[config.mk]
export PLATFORM = sky130hd
export DESIGN_NAME = cfg_xlate_top
export DESIGN_NICKNAME = d
export VERILOG_FILES = /design/src/rtl/cfg_xlate_pkg.sv /design/src/rtl/cfg_xlate_datapath.sv /design/src/rtl/cfg_xlate_ctrl.sv /design/src/rtl/cfg_xlate_irq.sv /design/src/rtl/cfg_xlate_top.sv
export SDC_FILE = /design/constraint.sdc
export NUM_CORES = 1
export LEC_CHECK = 0
export BUFFER_PORTS_ARGS = -buffer_cell sky130_fd_sc_hd__buf_2
export CAP_MARGIN = 20
export CORE_MARGIN = 4
export CORE_UTILIZATION = 47
export CTS_BUF_LIST = sky130_fd_sc_hd__clkbuf_4 sky130_fd_sc_hd__clkbuf_8 sky130_fd_sc_hd__clkbuf_16
export DETAILED_ROUTE_END_ITERATION = 10
export PLACE_DENSITY = 0.82
export SETUP_SLACK_MARGIN = 0.02
export SLEW_MARGIN = 5
export SYNTH_ARGS = -nofsm -noshare
export SYNTH_HDL_FRONTEND = slang
export SYNTH_SLANG_ARGS = --single-unit
[constraint.sdc]
create_clock -name clk -period 2.2 [get_ports clk]
set_clock_uncertainty 0.05 [all_clocks]
set_input_delay 0.44 -clock clk [delete_from_list [all_inputs] [get_ports clk]]
set_output_delay 0.44 -clock clk [all_outputs]
set_load 0.01 [all_outputs]
[src/rtl/cfg_xlate_pkg.sv]
package cfg_xlate_pkg;

  typedef enum logic [1:0] {
    ST_IDLE = 2'd0,
    ST_REQ  = 2'd1,
    ST_WAIT = 2'd2,
    ST_ACK  = 2'd3
  } ctrlState_t;

  // control-to-datapath strobes
  typedef struct packed {
    logic selLoad;     // store host write value into selector
    logic selRead;     // return selector value to host
    logic rspCapture;  // capture aligned response data
    logic missFill;    // return all-ones for an absent device
  } dpStrobe_t;

  function automatic logic [31:0] sizeMask(input logic [1:0] sz);
    case (sz)
      2'd0:    sizeMask = 32'h0000_00FF;
      2'd1:    sizeMask = 32'h0000_FFFF;
      default: sizeMask = 32'hFFFF_FFFF;
    endcase
  endfunction

  function automatic logic [3:0] sizeLanes(input logic [1:0] sz);
    case (sz)
      2'd0:    sizeLanes = 4'b0001;
      2'd1:    sizeLanes = 4'b0011;
      default: sizeLanes = 4'b1111;
    endcase
  endfunction

endpackage

[src/rtl/cfg_xlate_datapath.sv]
module cfg_xlate_datapath
  import cfg_xlate_pkg::*;
#(
  parameter int WIN_BITS = 12,
  parameter int SLOT_LSB = 11
) (
  input  logic                clk,
  input  logic                rstN,
  input  dpStrobe_t           strobe,
  input  logic [WIN_BITS:0]   hostAddr,
  input  logic [1:0]          hostSize,
  input  logic [31:0]         hostWdata,
  input  logic [31:0]         cfgRspData,
  output logic                isDataWin,
  output logic                noDevice,
  output logic [31:0]         cfgAddr,
  output logic [3:0]          cfgBe,
  output logic [31:0]         cfgWdata,
  output logic [31:0]         hostRdata
);

  localparam int SEL_SPAN = 32 - SLOT_LSB;

  logic [31:0] selQ;
  logic [31:0] rdataQ;
  logic [4:0]  slotNum;
  logic        slotHit;
  logic        modePass;
  logic        modeType1;
  logic [1:0]  laneOff;
  logic [31:0] accMask;

  assign isDataWin = hostAddr[WIN_BITS];
  assign laneOff   = hostAddr[1:0];
  assign accMask   = sizeMask(hostSize);

  always_ff @(posedge clk) begin
    if (!rstN) begin
      selQ <= '0;
    end else if (strobe.selLoad) begin
      selQ <= hostWdata;
    end
  end

  // lowest set bit search: descending scan so the lowest hit wins
  always_comb begin
    slotNum = '0;
    slotHit = 1'b0;
    for (int b = SEL_SPAN - 1; b >= 0; b--) begin
      if (selQ[SLOT_LSB + b]) begin
        slotNum = 5'(b);
        slotHit = 1'b1;
      end
    end
  end

  assign modePass  = selQ[31];
  assign modeType1 = !selQ[31] && selQ[0];
  assign noDevice  = !modePass && !modeType1 && !slotHit;

  always_comb begin
    if (modePass) begin
      cfgAddr = {selQ[31:2], hostAddr[1:0]};
    end else if (modeType1) begin
      cfgAddr = {selQ[31:3], hostAddr[2:0]};
    end else begin
      cfgAddr = {16'h0000, slotNum, selQ[10:8], selQ[7:3], hostAddr[2:0]};
    end
  end

  assign cfgBe    = sizeLanes(hostSize) << laneOff;
  assign cfgWdata = hostWdata << {laneOff, 3'b000};

  always_ff @(posedge clk) begin
    if (!rstN) begin
      rdataQ <= '0;
    end else if (strobe.selRead) begin
      rdataQ <= selQ;
    end else if (strobe.missFill) begin
      rdataQ <= accMask;
    end else if (strobe.rspCapture) begin
      rdataQ <= (cfgRspData >> {laneOff, 3'b000}) & accMask;
    end
  end

  assign hostRdata = rdataQ;

endmodule

[src/rtl/cfg_xlate_ctrl.sv]
module cfg_xlate_ctrl
  import cfg_xlate_pkg::*;
(
  input  logic      clk,
  input  logic      rstN,
  input  logic      hostReq,
  input  logic      hostWr,
  input  logic      isDataWin,
  input  logic      noDevice,
  input  logic      cfgReqReady,
  input  logic      cfgRspValid,
  output dpStrobe_t strobe,
  output logic      cfgReqValid,
  output logic      hostAck
);

  ctrlState_t stateQ;
  ctrlState_t stateNext;

  always_ff @(posedge clk) begin
    if (!rstN) begin
      stateQ <= ST_IDLE;
    end else begin
      stateQ <= stateNext;
    end
  end

  always_comb begin
    stateNext   = stateQ;
    strobe      = '0;
    cfgReqValid = 1'b0;
    hostAck     = 1'b0;
    case (stateQ)
      ST_IDLE: begin
        if (hostReq) begin
          if (!isDataWin) begin
            strobe.selLoad = hostWr;
            strobe.selRead = !hostWr;
            stateNext      = ST_ACK;
          end else if (noDevice) begin
            strobe.missFill = !hostWr;
            stateNext       = ST_ACK;
          end else begin
            stateNext = ST_REQ;
          end
        end
      end
      ST_REQ: begin
        cfgReqValid = 1'b1;
        if (cfgReqReady) begin
          stateNext = ST_WAIT;
        end
      end
      ST_WAIT: begin
        if (cfgRspValid) begin
          strobe.rspCapture = !hostWr;
          stateNext         = ST_ACK;
        end
      end
      default: begin
        hostAck   = 1'b1;
        stateNext = ST_IDLE;
      end
    endcase
  end

  AST_REQ_HELD: assert property (@(posedge clk) disable iff (!rstN)
    cfgReqValid && !cfgReqReady |=> cfgReqValid);

  AST_REQ_SINGLE: assert property (@(posedge clk) disable iff (!rstN)
    cfgReqValid && cfgReqReady |=> !cfgReqValid);

  AST_ACK_PULSE: assert property (@(posedge clk) disable iff (!rstN)
    hostAck |=> !hostAck);

  AST_MISS_NO_REQ: assert property (@(posedge clk) disable iff (!rstN)
    (stateQ == ST_IDLE) && hostReq && isDataWin && noDevice |=> !cfgReqValid);

endmodule

[src/rtl/cfg_xlate_irq.sv]
module cfg_xlate_irq #(
  parameter int NUM_SLOTS = 8,
  parameter int NUM_PINS  = 4
) (
  input  logic [NUM_SLOTS*NUM_PINS-1:0] devIntPin,
  output logic [NUM_PINS-1:0]           intLine
);

  for (genvar l = 0; l < NUM_PINS; l++) begin : g_line
    logic lineHit;
    always_comb begin
      lineHit = 1'b0;
      for (int s = 0; s < NUM_SLOTS; s++) begin
        for (int p = 0; p < NUM_PINS; p++) begin
          if (((s + p) % NUM_PINS) == l) begin
            lineHit = lineHit | devIntPin[s*NUM_PINS + p];
          end
        end
      end
    end
    assign intLine[l] = lineHit;
  end

  always_comb begin
    if (devIntPin == '0) begin
      AST_LINE_QUIET: assert (intLine == '0);
    end
  end

endmodule

[src/rtl/cfg_xlate_top.sv]
module cfg_xlate_top
  import cfg_xlate_pkg::*;
#(
  parameter int WIN_BITS  = 12,
  parameter int NUM_SLOTS = 8
) (
  input  logic                   clk,
  input  logic                   rstN,
  input  logic                   hostReq,
  input  logic                   hostWr,
  input  logic [WIN_BITS:0]      hostAddr,
  input  logic [1:0]             hostSize,
  input  logic [31:0]            hostWdata,
  output logic                   hostAck,
  output logic [31:0]            hostRdata,
  output logic                   cfgReqValid,
  input  logic                   cfgReqReady,
  output logic [31:0]            cfgAddr,
  output logic                   cfgWrite,
  output logic [3:0]             cfgBe,
  output logic [31:0]            cfgWdata,
  input  logic                   cfgRspValid,
  input  logic [31:0]            cfgRspData,
  input  logic [NUM_SLOTS*4-1:0] devIntPin,
  output logic [3:0]             intLine
);

  dpStrobe_t strobe;
  logic      isDataWin;
  logic      noDevice;

  assign cfgWrite = hostWr;

  cfg_xlate_ctrl u_ctrl (
    .clk         (clk),
    .rstN        (rstN),
    .hostReq     (hostReq),
    .hostWr      (hostWr),
    .isDataWin   (isDataWin),
    .noDevice    (noDevice),
    .cfgReqReady (cfgReqReady),
    .cfgRspValid (cfgRspValid),
    .strobe      (strobe),
    .cfgReqValid (cfgReqValid),
    .hostAck     (hostAck)
  );

  cfg_xlate_datapath #(.WIN_BITS(WIN_BITS)) u_dp (
    .clk        (clk),
    .rstN       (rstN),
    .strobe     (strobe),
    .hostAddr   (hostAddr),
    .hostSize   (hostSize),
    .hostWdata  (hostWdata),
    .cfgRspData (cfgRspData),
    .isDataWin  (isDataWin),
    .noDevice   (noDevice),
    .cfgAddr    (cfgAddr),
    .cfgBe      (cfgBe),
    .cfgWdata   (cfgWdata),
    .hostRdata  (hostRdata)
  );

  cfg_xlate_irq #(.NUM_SLOTS(NUM_SLOTS), .NUM_PINS(4)) u_irq (
    .devIntPin (devIntPin),
    .intLine   (intLine)
  );

endmodule

==> results of run 1 <==
## worst register-to-register path, delay by kind of cell (launching register included)
kind	cells	cell delay, ps
compound gates	2	270
flops	1	340
buf+inv	2	460
simple gates	3	890
## report_power, final
group          internal [uW]  switching (uW)  total [uW]
combinational            766            1010        1770
sequential              1390             143        1530
clock                    563             491        1050
## placed cells by master, fill, tap and decap left out, drive strengths merged, types with 4 or more instances in the layout
cell,netlist,layout
a211oi,17,17
mux2i,40,40
buf,29,267
a31oi,25,25
nor2b,21,21
inv,8,8
dfxtp,66,66
o21ai,54,54
o31ai,26,26
nand2,115,115
and2,30,30
nor4,14,14
a21oi,60,60
clkbuf,37,11
ha,4,4
nor2,32,32
clkinv,1,5
## through the flow
step	setup slack (ps)	power (uW)	util, %	cells	TNS (ps)
5_1_grt	-214.2	4584	65.57	955	-243.6
4_1_cts	-43.44	4298	64.54	950	-61.12
2_1_floorplan	22.89	2562	-	609	0
6_report	-100.7	4359	65.57	955	-100.7
3_3_place_gp	17.07	3179	61.56	931	0
3_5_place_dp	-11.99	3233	61.56	931	-11.99
## kinds of logic (layout without fill, tap and decap cells)
family                   count (synthesis)  after routing
AO/OA/AOI/OAI                          192            192
buffers and inverters                   75            292
AND/OR/NAND/NOR                        231            231
multiplexers                            41             41
flip-flops                              66             66
adder cells (fa/ha/maj)                  4              4
## routing by layer
| layer | track usage, % | up-vias |
|---|---|---|
| li1 | - | 2564 |
| met1 | 36.04 | 2473 |
| met2 | 46.99 | 317 |
| met3 | 6.671 | 73 |
| met4 | 15.65 | 0 |
| met5 | 0 | - |
## layout make-up
| type | instances | area (um2) |
|---|---|---|
| clock inverter | 5 | 53.80 |
| sequential | 66 | 1335 |
| multi-input combinational | 468 | 2823 |
| tap | 129 | 161.4 |
| inverter | 9 | 33.78 |
| timing repair buffer | 267 | 1506 |
| clock buffer | 11 | 145.1 |
| fill | 801 | 3182 |
## worst min path at each step
stage          cells after the start  slack [ps]            end
2_1_floorplan                      2         380   u_dp.selQ[1]
3_3_place_gp                       2         410   u_dp.selQ[1]
3_5_place_dp                       2         410   u_dp.selQ[1]
4_1_cts                            3         280  u_dp.selQ[31]
5_1_grt                            3         290  u_dp.selQ[31]
6_report                           3         290  u_dp.selQ[29]
## flip-flops by register name (all words and copies together) (netlist names)
name            flops
u_dp.selQ          32
u_dp.hostRdata     32
u_ctrl.stateQ       2
## repair_timing
| action | 4_1_cts | 5_1_grt |
|---|---|---|
| hold endpoints to repair | 0 | 0 |
| buffers inserted | 3 | 4 |
| pin swaps | 5 | 10 |
| gates cloned | 0 | 1 |
| resized for setup | 19 | 17 |
| endpoints found under the setup margin | 51 | 29 |
==> run_results.csv, run 1 <==
group,metric,value,unit
cts,htreeDepth,3,
timing,finalHoldViolCount,0,
cts,cts_hold_buf,0,
drt,drt-pass1-iter-count,5,
timing,slew-limit-headroom,60.60,%
timing,fmax,434.6,MHz
status,outcome,"finished, violations left",
cells_and_area,num-nets-final,942,
timing,rsz0062_at_grt,"true",
global_routing,grt_max_degree,34,
cts,ctsLongestPathBuffers,2,
timing,setup_viol,1,
global_routing,antenna_found_initial,0,
critical_path,regToRegEndpoint,"u_dp.hostRdata[10]",
logic_synthesis,synth_edf_count,0,
cts,cts_root_buf,"clkbuf_8",
logic_synthesis,ys.flop_type,"dfxtp_1",
die,start_util,48.06,%
die,die_y,105.2,um
place,io_buffers,214,
cts,clock_sinks,66,
critical_path,cp_top_family,"compound AO/OA/AOI/OAI gates",
logic_synthesis,synth-compound-area-share,25.67,%
drt,wire_per_inst,17.74,um
cells_and_area,post-route-cell-area,6058,um2
logic_synthesis,synth.most_common_cell,"nand2_1",
logic_synthesis,synthMuxAreaShare,9.270,%
critical_path,path_cells,"buf_6, or3_4, a221oi_2, o21ai_1, a31oi_1, buf_2",
place,dpl.hpwl,12.96,mm
critical_path,worstRegToRegCells,7,
critical_path,endpoint_kind,"output pin",
drt,drc,0,
drt,drt.antenna.violating_nets,0,
critical_path,endpoint,"cfgAddr[11]",
critical_path,crit_buf_inv,2,
critical_path,startpoint_type,"flip-flop",
pwr,ir_worst_vdd,0.3040,mV
timing,post-route-min-period,2301,ps
place,place_area,5688,um2
timing,slew_viol_final,0,
critical_path,crit_type,"flip-flop to output pin",
critical_path,critPathRequiredTime,1710,ps
critical_path,reg2reg_from,"u_dp.selQ[18]",
timing,period_share,104.6,%
logic_synthesis,ys_seq_area_share,29.75,%
drt,wl_met3,1.409,mm
logic_synthesis,syn_nets,730,
drt,drt-total-wl,16.94,mm
flow_run,maxCapViolations,0,
logic_synthesis,yosys_warnings,0,
die,core_area,9240,um2
logic_synthesis,synthDistinctLibCells,46,
critical_path,crit_start,"u_dp.selQ[15]",
cts,clkTransAtPathRegs,80,ps
logic_synthesis,netlist_area,4441,um2
critical_path,critPathSlowestCell,"or3_4",
drt,met1Wirelength,6.612,mm
die,die_w,105.2,um
critical_path,path_depth,6,
cts,numCtsBuffers,9,
pwr,leakagePower,0.002903,uW
hold_path,min-delay-start,"hostWdata[29]",
logic_synthesis,yosys.area_share.simple,25.58,%
drt,dr_wl_met2,8.086,mm
die,ioPinCount,224,
die,rows,35,
timing,fin_ws,-100.7,ps
logic_synthesis,synth.area.top_cells,"dfxtp_1 30%, nand2_1 9.7%, mux2i_1 9.0%",
timing,whs,294.4,ps
drt,drt_iter0_drc,341,
cts,cts_tree,"done",
critical_path,critical_path.max_fanout,4,
logic_synthesis,synth_top_family_by_area,"compound AO/OA/AOI/OAI gates",
timing,worstMarginPinSlew,590.9,ps
logic_synthesis,ys_seq_elements,66,
hold_path,hp-class,"input port to flip-flop",
logic_synthesis,synth_xor_area_share,0,%
cells_and_area,syn2layout_area_growth,36.43,%
drt,vias,5427,
logic_synthesis,syn_inst,609,
logic_synthesis,synth_adder_area_share,1.127,%
place,gp_congestion,1.010,
cells_and_area,num_antenna_cells,0,
global_routing,grt_pass1_vias,5213,
status,violations,"negative setup slack",
logic_synthesis,synthTopCellsByCount,"115 x nand2_1, 66 x dfxtp_1, 60 x a21oi_1",
drt,avgViaCountPerCell,5.683,
critical_path,r2r_setup_slack,120,ps
cts,insertion_delay,350,ps
die,die-area,11070,um2
global_routing,grt_pass1_wl,26.00,mm
global_routing,grtUsageTotal,29.20,%
global_routing,grt_remaining_overflow,0,
drt,routed.top_layer,"met4",
logic_synthesis,syn_avg_cell_area,7.291,um2
logic_synthesis,synth_top_cell_by_area,"dfxtp_1",
logic_synthesis,synth_top_area_share,29.75,%
logic_synthesis,synthArstFlopShare,0,%
pwr,power_density,719.6,nW/um2
critical_path,cp.arrival,1810,ps
critical_path,critPathMaxStageDelay,370,ps
cells_and_area,drive_above_1_share,38.14,%
No activity file was read; power rests on OpenSTA's default activity.
==> run 2, diff against run 1 <==
CORE_UTILIZATION = 35   (was 47)
PLACE_DENSITY = unset   (was 0.82)
==> run 2 against run 1 <==
  * The flow now finishes without violations
  * Critical endpoint unchanged
  * Via count shrank 3.2%
  * Critical path type unchanged
  * Critical path depth stayed put
  * Die area grew 31%
  * Global-route usage is 7.0 points lower
  * Highest routed layer unchanged
  * Fmax rose by 5.8%
  * Power grew 13%
  * Sequential cell count did not move
==> run_results.csv, run 2 (synthesis results as in run 1) <==
group,metric,value,unit
status,outcome,"completed",
critical_path,worstRegToRegCells,7,
timing,fin_ws,24.77,ps
critical_path,startpoint_type,"flip-flop",
hold_path,min-delay-start,"hostWdata[30]",
flow_run,maxCapViolations,0,
timing,finalHoldViolCount,0,
place,gp_congestion,0.9640,
critical_path,r2r_setup_slack,170,ps
place,dpl.hpwl,13.41,mm
cts,ctsLongestPathBuffers,2,
critical_path,critPathRequiredTime,1710,ps
drt,drt_iter0_drc,429,
pwr,switching_power,1663,uW
critical_path,crit_type,"flip-flop to output pin",
timing,timing.setup.tns,0,ps
timing,slew-limit-headroom,71.89,%
cells_and_area,final_common_cell,"buf_2",
cells_and_area,fillers,1256,
drt,drt.antenna.violating_nets,0,
critical_path,reg2reg_from,"u_dp.selQ[23]",
pwr,seqPwrFrac,31.0,%
global_routing,grt_remaining_overflow,0,
pwr,internal_power,3283,uW
cts,insertion_delay,330,ps
critical_path,critPathMaxStageDelay,340,ps
timing,fmax,459.7,MHz
cells_and_area,syn2layout_area_growth,40.07,%
timing,slew_viol_final,0,
critical_path,cp_top_family,"compound AO/OA/AOI/OAI gates",
pwr,power_density,795.1,nW/um2
global_routing,antenna_found_initial,0,
cts,htreeDepth,3,
global_routing,grt_max_degree,41,
die,core_area,12210,um2
timing,period_share,98.87,%
timing,worstMarginPinSlew,418.2,ps
die,die_w,120.6,um
cells_and_area,num-nets-final,936,
timing,rsz0062_at_grt,"true",
global_routing,grt_pass1_vias,4970,
critical_path,endpoint_kind,"output pin",
critical_path,critPathSlowestCell,"dfxtp_2",
pwr,switching_share,33.62,%
cts,numCtsBuffers,9,
cts,cts_tree,"done",
cts,clock_sinks,66,
drt,drc,0,
die,rows,40,
hold_path,hold_path_end,"u_dp.selQ[30]",
global_routing,grtUsageTotal,22.22,%
die,start_util,36.36,%
global_routing,grt_pass1_wl,25.99,mm
timing,post-route-min-period,2175,ps
die,die_y,120.6,um
cts,cts_root_buf,"clkbuf_16",
drt,drt-total-wl,17.12,mm
hold_path,min_path_cells,3,
cts,clkTransAtPathRegs,50,ps
critical_path,critical_path.max_fanout,5,
critical_path,regToRegEndpoint,"u_dp.hostRdata[16]",
cts,cts_hold_buf,0,
cells_and_area,num_antenna_cells,0,
critical_path,crit_buf_inv,2,
place,io_buffers,214,
pwr,leakagePower,0.002946,uW
critical_path,path_cells,"buf_6, or3_4, a221oi_2, o21ai_1, a31oi_1, buf_2",
cells_and_area,drive_above_1_share,36.46,%
drt,drt-pass1-iter-count,5,
drt,wire_per_inst,17.33,um
critical_path,cp.arrival,1690,ps
place,place_ws,7.358,ps
drt,vias,5252,
cells_and_area,mostFrequentLayoutCells,"214 x buf_2, 115 x nand2_1, 60 x a21oi_1",
pwr,clock_power_share,33.9,%
pwr,ir_worst_vdd,0.4154,mV
timing,setup_viol,0,
drt,avgViaCountPerCell,5.316,
die,die-area,14550,um2
critical_path,crit_start,"u_dp.selQ[19]",
die,ioPinCount,224,
hold_path,hp-class,"input port to flip-flop",
pwr,combPwrFrac,35.0,%
[run 2: cell types whose count changed in the layout (fill, tap and decap cells not counted), sizes merged]
cell / delta
clkbuf: -1
inv: +1
bufinv: +2
clkinv: -2
buf: -6
[run 2: how the worst max path moves through the flow]
stage                              endpoint  slack (ps)  depth (start not counted)
final                           cfgAddr[11]          20                          6
after global routing            cfgAddr[12]         -60                          7
after CTS                       cfgAddr[15]          10                          5
after detailed placement  u_dp.hostRdata[7]           7                          7
after global placement    u_dp.hostRdata[7]          70                          7
after floorplan                cfgWdata[16]          20                          5
[run 2: stage by stage]
step,total power [uW],cells,area [um2],hold slack (ps),utilization [%]
global placement,3224,969,5779,414.2,47.33
floorplan,2562,609,4441,383.2,-
global route,5207,988,6220,325.7,50.93
CTS,4946,985,6166,314.2,50.49
finish,4945,988,6220,319.5,50.93
detailed placement,3246,969,5779,420.9,47.33
[run 2: power by group through the flow]
stage	combinational (uW)	clock, uW	sequential (uW)
final	1730	1680	1540
after CTS	1720	1700	1530
after detailed placement	1690	0	1550
after global routing	1900	1760	1550
after global placement	1680	0	1550
after floorplan	970	0	1590
[run 2: cell type report]
class | instances | area [um2] | share of cell area (%)
clock buffer | 10 | 239.0 | 3.842
multi-input combinational | 468 | 2784 | 44.76
clock inverter | 6 | 112.6 | 1.810
inverter | 9 | 33.78 | 0.5431
sequential | 66 | 1330 | 21.38
timing repair buffer | 261 | 1510 | 24.28
tap | 168 | 210.2 | 3.380
[run 2: layer usage]
layer	vias up	GRT usage, %	routed length [um]
met2	241	36.54	7931
met1	2435	29.84	7702
met4	0	7.295	378
met5	-	0	0
met3	30	3.321	1111
li1	2546	-	-
[run 2: tightest hold or removal path: cells and delay by family]
kind,cells,cell delay (ps)
compound gates,1,50
buf+inv,1,110
simple gates,1,50
[run 2: what timing repair did]
item | CTS | global route
endpoints found under the setup margin | 17 | 14
pin swaps | 4 | 5
setup buffers | 0 | 3
gates resized for setup | 9 | 12
